$ cat config.mk
export PLATFORM = sky130hd
export DESIGN_NAME = bmt_driver
export DESIGN_NICKNAME = d
export VERILOG_FILES = /design/src/rtl/bmt_pkg.sv /design/src/rtl/bmt_sequencer.sv /design/src/rtl/bmt_checker.sv /design/src/rtl/bmt_driver.sv
export SDC_FILE = /design/constraint.sdc
export NUM_CORES = 1
export LEC_CHECK = 0
export CORE_AREA = 2 2 214 216
export CTS_BUF_LIST = sky130_fd_sc_hd__clkbuf_4 sky130_fd_sc_hd__clkbuf_8
export CTS_CLUSTER_DIAMETER = 30
export CTS_CLUSTER_SIZE = 25
export DETAILED_ROUTE_END_ITERATION = 16
export DIE_AREA = 0 0 216 218
export DONT_BUFFER_PORTS = 1
export GPL_ROUTABILITY_DRIVEN = 0
export PLACE_DENSITY_LB_ADDON = 0.25
export REMOVE_ABC_BUFFERS = 1
export SYNTH_ARGS = -nofsm -noshare
export SYNTH_HDL_FRONTEND = slang
export SYNTH_HIERARCHICAL = 1
export SYNTH_SLANG_ARGS = --single-unit
$ cat constraint.sdc
create_clock -name clk -period 3.12 [get_ports clk]
set_input_delay 0.936 -clock clk [delete_from_list [all_inputs] [get_ports clk]]
set_output_delay 0.936 -clock clk [all_outputs]
set_load 0.02 [all_outputs]
$ cat src/rtl/bmt_pkg.sv
package bmt_pkg;

  typedef enum logic [2:0] {
    PH_IDLE  = 3'd0,
    PH_WRITE = 3'd1,
    PH_READ  = 3'd2,
    PH_DRAIN = 3'd3,
    PH_DONE  = 3'd4
  } phase_e;

endpackage

$ cat src/rtl/bmt_sequencer.sv
module bmt_sequencer
  import bmt_pkg::*;
#(
  parameter int ADDR_W          = 16,
  parameter int DATA_W          = 256,
  parameter int BURST_LEN       = 2,
  parameter int NUM_BURSTS      = 4,
  parameter int MAX_OUTSTANDING = 2,
  parameter int NUM_PASSES      = 2,
  parameter logic [ADDR_W-1:0] BASE_ADDR = 'h40,
  localparam int SIZE_W  = $clog2(BURST_LEN + 1),
  localparam int BEAT_W  = (BURST_LEN > 1) ? $clog2(BURST_LEN) : 1,
  localparam int BURST_W = (NUM_BURSTS > 1) ? $clog2(NUM_BURSTS) : 1,
  localparam int PASS_W  = (NUM_PASSES > 1) ? $clog2(NUM_PASSES) : 1,
  localparam int OUT_W   = $clog2(MAX_OUTSTANDING + 1),
  localparam int REPS    = DATA_W / ADDR_W
) (
  input  logic              clk,
  input  logic              rst_n,
  input  logic              init_done_i,
  input  logic              ready_i,
  input  logic              retire_i,
  output logic              burst_begin_o,
  output logic              write_o,
  output logic              read_o,
  output logic [ADDR_W-1:0] addr_o,
  output logic [SIZE_W-1:0] size_o,
  output logic [DATA_W-1:0] wdata_o,
  output logic              done_o
);

  phase_e             phase_q, phase_d;
  logic [BEAT_W-1:0]  beat_q, beat_d;
  logic [BURST_W-1:0] burst_q, burst_d;
  logic [PASS_W-1:0]  pass_q, pass_d;
  logic [OUT_W-1:0]   outst_q, outst_d;
  logic               first_q, first_d;

  logic beat_last, burst_last, pass_last, rd_room;
  logic [ADDR_W-1:0] beat_addr;

  assign beat_last  = (beat_q == BEAT_W'(BURST_LEN - 1));
  assign burst_last = (burst_q == BURST_W'(NUM_BURSTS - 1));
  assign pass_last  = (pass_q == PASS_W'(NUM_PASSES - 1));
  assign rd_room    = (outst_q < OUT_W'(MAX_OUTSTANDING));

  assign write_o       = (phase_q == PH_WRITE);
  assign read_o        = (phase_q == PH_READ) && rd_room;
  assign burst_begin_o = first_q && (write_o || read_o);
  assign done_o        = (phase_q == PH_DONE);

  assign addr_o    = BASE_ADDR + ADDR_W'(burst_q) * ADDR_W'(BURST_LEN);
  assign beat_addr = addr_o + ADDR_W'(beat_q);
  assign wdata_o   = {REPS{beat_addr}};
  assign size_o    = SIZE_W'(BURST_LEN);

  // outstanding read bursts: +1 on accepted read, -1 on last returned beat
  always_comb begin
    outst_d = outst_q;
    if (read_o && ready_i) outst_d = outst_d + OUT_W'(1);
    if (retire_i)          outst_d = outst_d - OUT_W'(1);
  end

  always_comb begin
    phase_d = phase_q;
    beat_d  = beat_q;
    burst_d = burst_q;
    pass_d  = pass_q;
    first_d = first_q;
    case (phase_q)
      PH_IDLE: begin
        if (init_done_i) begin
          phase_d = PH_WRITE;
          first_d = 1'b1;
        end
      end
      PH_WRITE: begin
        if (ready_i) begin
          if (beat_last) begin
            beat_d  = '0;
            first_d = 1'b1;
            if (burst_last) begin
              burst_d = '0;
              phase_d = PH_READ;
            end else begin
              burst_d = burst_q + BURST_W'(1);
            end
          end else begin
            beat_d  = beat_q + BEAT_W'(1);
            first_d = 1'b0;
          end
        end else begin
          first_d = 1'b0;
        end
      end
      PH_READ: begin
        if (rd_room) begin
          if (ready_i) begin
            first_d = 1'b1;
            if (burst_last) begin
              burst_d = '0;
              phase_d = PH_DRAIN;
            end else begin
              burst_d = burst_q + BURST_W'(1);
            end
          end else begin
            first_d = 1'b0;
          end
        end
      end
      PH_DRAIN: begin
        if (outst_q == '0) begin
          if (pass_last) begin
            phase_d = PH_DONE;
          end else begin
            pass_d  = pass_q + PASS_W'(1);
            phase_d = PH_WRITE;
            first_d = 1'b1;
          end
        end
      end
      default: ;
    endcase
  end

  always_ff @(posedge clk or negedge rst_n) begin
    if (!rst_n) begin
      phase_q <= PH_IDLE;
      beat_q  <= '0;
      burst_q <= '0;
      pass_q  <= '0;
      outst_q <= '0;
      first_q <= 1'b0;
    end else begin
      phase_q <= phase_d;
      beat_q  <= beat_d;
      burst_q <= burst_d;
      pass_q  <= pass_d;
      outst_q <= outst_d;
      first_q <= first_d;
    end
  end

  a_r3_hold_on_stall: assert property (@(posedge clk) disable iff (!rst_n)
    ((write_o || read_o) && !ready_i) |=>
      ((write_o || read_o) && $stable(write_o) && $stable(addr_o) && $stable(wdata_o)));

  a_r2_no_begin_after_stall: assert property (@(posedge clk) disable iff (!rst_n)
    (burst_begin_o && !ready_i) |=> !burst_begin_o);

  a_r4_beats_continue: assert property (@(posedge clk) disable iff (!rst_n)
    (write_o && ready_i && !beat_last) |=> (write_o && !burst_begin_o && !read_o));

  a_r5_exclusive: assert property (@(posedge clk) disable iff (!rst_n)
    !(write_o && read_o));

  a_r6_outstanding_cap: assert property (@(posedge clk) disable iff (!rst_n)
    outst_q <= OUT_W'(MAX_OUTSTANDING));

  a_r9_done_quiet: assert property (@(posedge clk) disable iff (!rst_n)
    done_o |=> (done_o && !write_o && !read_o));

endmodule

$ cat src/rtl/bmt_checker.sv
module bmt_checker #(
  parameter int ADDR_W     = 16,
  parameter int DATA_W     = 256,
  parameter int BURST_LEN  = 2,
  parameter int NUM_BURSTS = 4,
  parameter logic [ADDR_W-1:0] BASE_ADDR = 'h40,
  localparam int TOTAL  = BURST_LEN * NUM_BURSTS,
  localparam int IDX_W  = (TOTAL > 1) ? $clog2(TOTAL) : 1,
  localparam int BEAT_W = (BURST_LEN > 1) ? $clog2(BURST_LEN) : 1,
  localparam int REPS   = DATA_W / ADDR_W
) (
  input  logic              clk,
  input  logic              rst_n,
  input  logic              rvalid_i,
  input  logic [DATA_W-1:0] rdata_i,
  output logic              retire_o,
  output logic              fail_o,
  output logic [ADDR_W-1:0] fail_addr_o
);

  logic [IDX_W-1:0]  idx_q, idx_d;
  logic [BEAT_W-1:0] rbeat_q, rbeat_d;
  logic              fail_q, fail_d;
  logic [ADDR_W-1:0] fail_addr_q, fail_addr_d;

  logic              idx_last, rbeat_last, mismatch;
  logic [ADDR_W-1:0] exp_addr;
  logic [DATA_W-1:0] exp_word;

  assign idx_last   = (idx_q == IDX_W'(TOTAL - 1));
  assign rbeat_last = (rbeat_q == BEAT_W'(BURST_LEN - 1));
  assign exp_addr   = BASE_ADDR + ADDR_W'(idx_q);
  assign exp_word   = {REPS{exp_addr}};
  assign mismatch   = rvalid_i && (rdata_i != exp_word);
  assign retire_o   = rvalid_i && rbeat_last;

  always_comb begin
    idx_d       = idx_q;
    rbeat_d     = rbeat_q;
    fail_d      = fail_q;
    fail_addr_d = fail_addr_q;
    if (rvalid_i) begin
      idx_d   = idx_last   ? '0 : idx_q + IDX_W'(1);
      rbeat_d = rbeat_last ? '0 : rbeat_q + BEAT_W'(1);
    end
    if (mismatch && !fail_q) begin
      fail_d      = 1'b1;
      fail_addr_d = exp_addr;
    end
  end

  always_ff @(posedge clk or negedge rst_n) begin
    if (!rst_n) begin
      idx_q       <= '0;
      rbeat_q     <= '0;
      fail_q      <= 1'b0;
      fail_addr_q <= '0;
    end else begin
      idx_q       <= idx_d;
      rbeat_q     <= rbeat_d;
      fail_q      <= fail_d;
      fail_addr_q <= fail_addr_d;
    end
  end

  assign fail_o      = fail_q;
  assign fail_addr_o = fail_addr_q;

  a_r8_sticky: assert property (@(posedge clk) disable iff (!rst_n)
    fail_q |=> (fail_q && $stable(fail_addr_q)));

  a_r8_first_capture: assert property (@(posedge clk) disable iff (!rst_n)
    (mismatch && !fail_q) |=> (fail_q && fail_addr_q == $past(exp_addr)));

  a_r7_idle_no_move: assert property (@(posedge clk) disable iff (!rst_n)
    !rvalid_i |=> ($stable(idx_q) && $stable(rbeat_q)));

endmodule

$ cat src/rtl/bmt_driver.sv
module bmt_driver #(
  parameter int ADDR_W          = 16,
  parameter int DATA_W          = 256,
  parameter int BURST_LEN       = 2,
  parameter int NUM_BURSTS      = 4,
  parameter int MAX_OUTSTANDING = 2,
  parameter int NUM_PASSES      = 2,
  parameter logic [ADDR_W-1:0] BASE_ADDR = 'h40,
  localparam int SIZE_W = $clog2(BURST_LEN + 1)
) (
  input  logic              clk,
  input  logic              rst_n,
  input  logic              init_done_i,
  input  logic              ready_i,
  input  logic [DATA_W-1:0] rdata_i,
  input  logic              rdata_valid_i,
  output logic              burst_begin_o,
  output logic              write_o,
  output logic              read_o,
  output logic [ADDR_W-1:0] addr_o,
  output logic [SIZE_W-1:0] size_o,
  output logic [DATA_W-1:0] wdata_o,
  output logic              done_o,
  output logic              fail_o,
  output logic [ADDR_W-1:0] fail_addr_o
);

  logic retire;

  bmt_sequencer #(
    .ADDR_W(ADDR_W), .DATA_W(DATA_W), .BURST_LEN(BURST_LEN),
    .NUM_BURSTS(NUM_BURSTS), .MAX_OUTSTANDING(MAX_OUTSTANDING),
    .NUM_PASSES(NUM_PASSES), .BASE_ADDR(BASE_ADDR)
  ) u_seq (
    .clk(clk), .rst_n(rst_n), .init_done_i(init_done_i), .ready_i(ready_i),
    .retire_i(retire), .burst_begin_o(burst_begin_o), .write_o(write_o),
    .read_o(read_o), .addr_o(addr_o), .size_o(size_o), .wdata_o(wdata_o),
    .done_o(done_o)
  );

  bmt_checker #(
    .ADDR_W(ADDR_W), .DATA_W(DATA_W), .BURST_LEN(BURST_LEN),
    .NUM_BURSTS(NUM_BURSTS), .BASE_ADDR(BASE_ADDR)
  ) u_chk (
    .clk(clk), .rst_n(rst_n), .rvalid_i(rdata_valid_i), .rdata_i(rdata_i),
    .retire_o(retire), .fail_o(fail_o), .fail_addr_o(fail_addr_o)
  );

endmodule

# After elaboration in Yosys (flattened, before gate mapping)

Index checks and enable logic that the tools add are counted.

Add/subtract/negate cells: 10
Mux-type cells: 30
Equality and inequality tests: 16
Reduce and logical (&&, ||, !) cells: 17
Order comparisons: 1

Operators by type and width:

| kind                  | number |
|---|---|
| $ne A256 B256 Y1      | 1 |
| $mux W3               | 10 |
| $add A16 B1 Y16       | 1 |
| $add A7 B3 Y8 const A | 2 |
| $mux W2               | 7 |
| $ne A2 B2 Y1 const B  | 6 |
| $pmux W3 S4           | 1 |
| $mux W1               | 10 |
| $reduce_and A5 Y1     | 2 |
| $reduce_and A9 Y1     | 1 |
| $eq A3 B2 Y1 const B  | 2 |
| $eq A3 B3 Y1 const B  | 2 |
| $logic_and A1 B1 Y1   | 6 |
| $ne A2 B1 Y1 const B  | 3 |
| $add A2 B1 Y2 const B | 2 |
| $pmux W1 S4           | 1 |
| $pmux W2 S2           | 1 |
| $reduce_and A2 Y1     | 2 |
| $reduce_bool A4 Y1    | 1 |
| $add A1 B1 Y1 const B | 3 |
| $add A3 B1 Y3 const B | 1 |
| $eq A3 B1 Y1 const B  | 1 |
| $logic_not A3 Y1      | 1 |
| $eq A2 B2 Y1 const B  | 1 |
| other kinds (6)       | 6 |

Input port bits: 261
Bits in registers: 31
Output and inout port bits: 295
Logic and storage cells: 84

# Longest topological paths before layout

Word-level depth: 6
Depth in mapped cells: 7
Mapped depth without buffers: 6

# By module

The synthesis kept the hierarchy.

Modules (own cells, without submodules):

| module        | sequential area each (um^2) | cells each | area an instance (um^2) | instances |
|---|---|---|---|---|
| bmt_sequencer | 250.2                       | 334        | 2696.3                  | 1 |
| bmt_checker   | 200.2                       | 163        | 1303.8                  | 1 |

# Worst setup path before layout

Ideal clock, no wire load.

Path type: register to output
Start point: register u_seq.phase_q[2]
End point: output burst_begin_o
Buffers on the path: 1
Setup slack: 0.532 ns
Stages on the path, launching flop included: 4
Arrival: 1.652 ns
Data required time: 2.184 ns
Cells stage by stage: dfrtp_1 buf_2 nor4_1 o21a_1

Cells in the longest elaborated chain, start to end: 4
Elaborated cells on any way between the ends: 5
Those cells by class: eq/ne (2); reduce/logical (3)

RTL lines:

| item                   | RTL line             | text |
|---|---|---|
| start, declared        | bmt_sequencer.sv:32  | `phase_e phase_q, phase_d;` |
| start signal, assigned | bmt_sequencer.sv:135 | `phase_q <= phase_d;` |
| $eq A3 B2 Y1           | bmt_sequencer.sv:48  | `assign read_o = (phase_q == PH_READ) && rd_room;` |
| $logic_and A1 B1 Y1    | bmt_sequencer.sv:48  |  |
| via read_o             | bmt_driver.sv:19     | `output logic read_o,` |
| $logic_or A1 B1 Y1     | bmt_sequencer.sv:49  | `assign burst_begin_o = first_q && (write_o \|\| read_o);` |
| $logic_and A1 B1 Y1    | bmt_sequencer.sv:49  |  |
| end, declared          | bmt_driver.sv:17     | `output logic burst_begin_o,` |

The timed path passes the listed nets, and every way through them passes these cells.

# Worst setup path in the final report

Start point: input rdata_i[239]
End point: register u_chk.fail_addr_q[1] (netlist: u_chk/fail_addr_o[1])

Cells in the longest elaborated chain, start to end: 3

RTL lines:

| item                 | RTL line          | text |
|---|---|---|
| start, declared      | bmt_driver.sv:15  | `input logic [DATA_W-1:0] rdata_i,` |
| $ne A256 B256 Y1     | bmt_checker.sv:34 | `assign mismatch = rvalid_i && (rdata_i != exp_word);` |
| $logic_and A1 B1 Y1  | bmt_checker.sv:34 |  |
| $logic_and A1 B1 Y1  | bmt_checker.sv:46 | `if (mismatch && !fail_q) begin` |
| end signal, assigned | bmt_checker.sv:62 | `fail_addr_q <= fail_addr_d;` |
| end, declared        | bmt_checker.sv:24 | `logic [ADDR_W-1:0] fail_addr_q, fail_addr_d;` |

No other way between the ends.
A chain may end at the register's enable or synchronous reset.

==> metrics.md <==
| Metric | Value |
|---|---|
| Post-Place Cell Area | 0.00355 mm2 |
| Slew margin rel. | 0.412 |
| First-pass GRT wire length | 15900 um |
| Die area | 0.0471 mm2 |
| Fin. max-slew vios | 0 |
| CTS Buf Count | 3 |
| Most frequent cell after synthesis | buf_4 |
| Area grow syn2layout | -9.48% |
| Reg clk slew, reported paths | 0.08 ns |
| Critical path arrival | 3.11 ns |
| Synth area leader | buf_4 |
| Drt initial violations | 126 |
| Cell Pwr Density | 580 mW/mm2 |
| Post-synthesis cell type count | 57 |
| Worst IR Drop VDD | 0.000431 V |
| Post-CTS Hold Fix Bufs | 0 |
| Fin nets | 721 |
| Post-place setup slack | -0.162 ns |
| Leakage | 1.39 nW |
| DP Wirelength | 11800 um |
| Final period utilization | 0.946 |
| Worst Max-Slew Pin Slew | 0.874 ns |
| Finished Cell Area | 0.00362 mm2 |
| Crit Path Max Fanout | 3 |
| CTS Buffer Depth | 2 |
| PostCTS Resize Cnt | 0 |
| CTS tree | done |
| CP Class | input pin to register |
| Routed wire length | 13000 um |
| Synth warn | 6 |
| Core ar. | 0.0449 mm2 |
| Cells after Synth | 497 |
| Initial antenna violation count | 11 |
| Async set-reset flop share out of synthesis | 1.00 |
| Gr usage total | 0.0484 |
| Die Height | 218 um |
| Hold slack final | 0.346 ns |
| Fin. Hold Viols | 0 |
| Core Util, Final | 0.0807 |
| Minimum clock period | 2.95 ns |
| Outcome | finished, final reports clean |
| I/O pin count | 556 |
| Top-area cell type share of the netlist area | 0.535 |
| # clock sinks | 18 |
| Ys flop type | dfrtp_1 |
| CP Launch Type | input pin |
| Critical path required time | 3.28 ns |
| Core Rows | 78 |
| Worst-skew pair later-pin latency | 0.27 ns |
| EDFF count, synth | 0 |
| Clock root cell | clkbuf_8 |
| Post-route ant nets | 0 |
| Seq/Total Area, Yosys | 0.113 |
| Via count | 2771 |
| # Post-CTS Setup Buffers | 0 |
| Max Freq | 339 MHz |
| Total global routing overflow | 0 |
| Synth Register Bits | 18 |
| Max Cap Viol | 0 |
| RSZ-0062 raised after global routing | false |
| Pin count of the biggest net entering global routing | 19 |
| Buffers on Ports | 0 |
| Vias in the first global route | 2329 |
| Synthesized cell area | 0.00400 mm2 |
| Hold Crit Class | input pin to asynchronous set/reset pin |
| Vias/cell | 2.61 |
| Top cells by area, synth | buf_4 53%, dfrtp_1 11%, nor4_1 8.0%, nor4b_1 3.1%, nand4_1 2.2% |
| Final setup fails | 0 |
| CTS H-tree lvls | 1 |
| Setup crit end kind | register |
| 1st-pass router iterations | 4 |
| DR DRC count | 0 |
| Synth cell count leaders | 285 x buf_4, 51 x nor4_1, 18 x dfrtp_1 |
| Worst Clk Skew | 0.00193 ns |
| Fillers | 5266 |
| Die span in x | 216 um |
| Share of layout cells above drive strength 1 | 0.0725 |
| Avg Cell Area, Syn | 8.05 um2 |
| Worst setup margin | 0.168 ns |
| Routed len/inst | 12.2 um |
| Initial Util | 0.0891 |
-- layout by cell type (no fill, tap or decap), types with 4 or more instances in the layout --
cell,count
conb_1,236
nor4_1,51
dfrtp_1,15
nor4b_1,14
nand4_1,14
buf_4,12
and4_1,8
diode_2,7
nor2_1,6
mux2_1,6
nand3_1,5
clkbuf_8,4
nor3_1,4
nand2_1,4
a31oi_1,4
ha_1,4
-- where the power goes --
group          leakage [nW]  internal (mW)  total, mW  switching (mW)
Clock                0.0288          0.113      0.212          0.0990
Sequential            0.209          0.336      0.739           0.402
Combinational          1.16          0.313       1.15           0.837
-- worst max-delay path, stage by stage --
cell	delay, ns
nor4_1	0.32
nand4_1	0.23
nor4_1	0.81
nand4_1	0.23
o21ai_2	0.24
mux2_1	0.34
-- cells by family after synthesis --
logic type | Yosys count | share of synthesized area
fa+ha+maj | 4 | 0.0125
buf+inv | 297 | 0.554
simple gates | 122 | 0.204
other cells | 3 | 0.00281
mux | 11 | 0.0300
xor+xnor | 5 | 0.0109
flops | 18 | 0.113
compound gates | 37 | 0.0726
-- state kept, by name (all words and copies together), names as in the netlist --
register           flops
u_seq/burst_q          2
u_seq/first_q          1
u_chk/rbeat_last       1
u_seq/beat_last        1
u_chk/fail_addr_o      4
u_seq/pass_last        1
u_chk/idx_q            3
u_seq/outst_q          2
u_seq/phase_q          3
-- path summary, 6_finish.rpt --
check | start | to | slack (ns) | depth (start not counted)
hold / removal | rst_n | u_seq/burst_q[1] | 0.35 | 0
setup / recovery | rdata_i[239] | u_chk/fail_addr_o[1] | 0.17 | 6
max in group asynchronous | rst_n | u_seq/beat_last | 2.69 | 0
min in group clk | u_chk/rbeat_last | u_chk/rbeat_last | 0.47 | 1
hold reg to reg | u_chk/rbeat_last | u_chk/rbeat_last | 0.47 | 1
setup reg to reg | u_chk/idx_q[1] | u_chk/fail_addr_o[1] | 0.27 | 7
-- routing by layer --
layer,GRT usage,up-vias,routed length [um]
li1,-,1167,-
met1,0.0556,1284,4740
met2,0.0771,297,6060
met3,0.0240,15,1950
met4,0.0155,8,158
met5,0.0125,-,46
-- cell type report --
class                   instances  area (um2)  area share
inverters                       5        18.8     0.00518
flip-flops and latches         18         462       0.128
diodes                          7        17.5     0.00484
repair buffers                 13         110      0.0304
clock buffers                   4        55.1      0.0152
well taps                     600         751       0.207
multi-input cells             415        2210       0.610
-- stage by stage --
| step | TNS (ns) | cells | total power, mW |
|---|---|---|---|
| detailed placement | -0.480 | 1051 | 1.91 |
| floorplan | -8.80 | 438 | 1.60 |
| global placement | -0.437 | 1051 | 1.91 |
| CTS | 0 | 1055 | 2.13 |
| finish | 0 | 1062 | 2.10 |
| global route | 0 | 1062 | 2.29 |
Power figures use the tool's default switching activity.
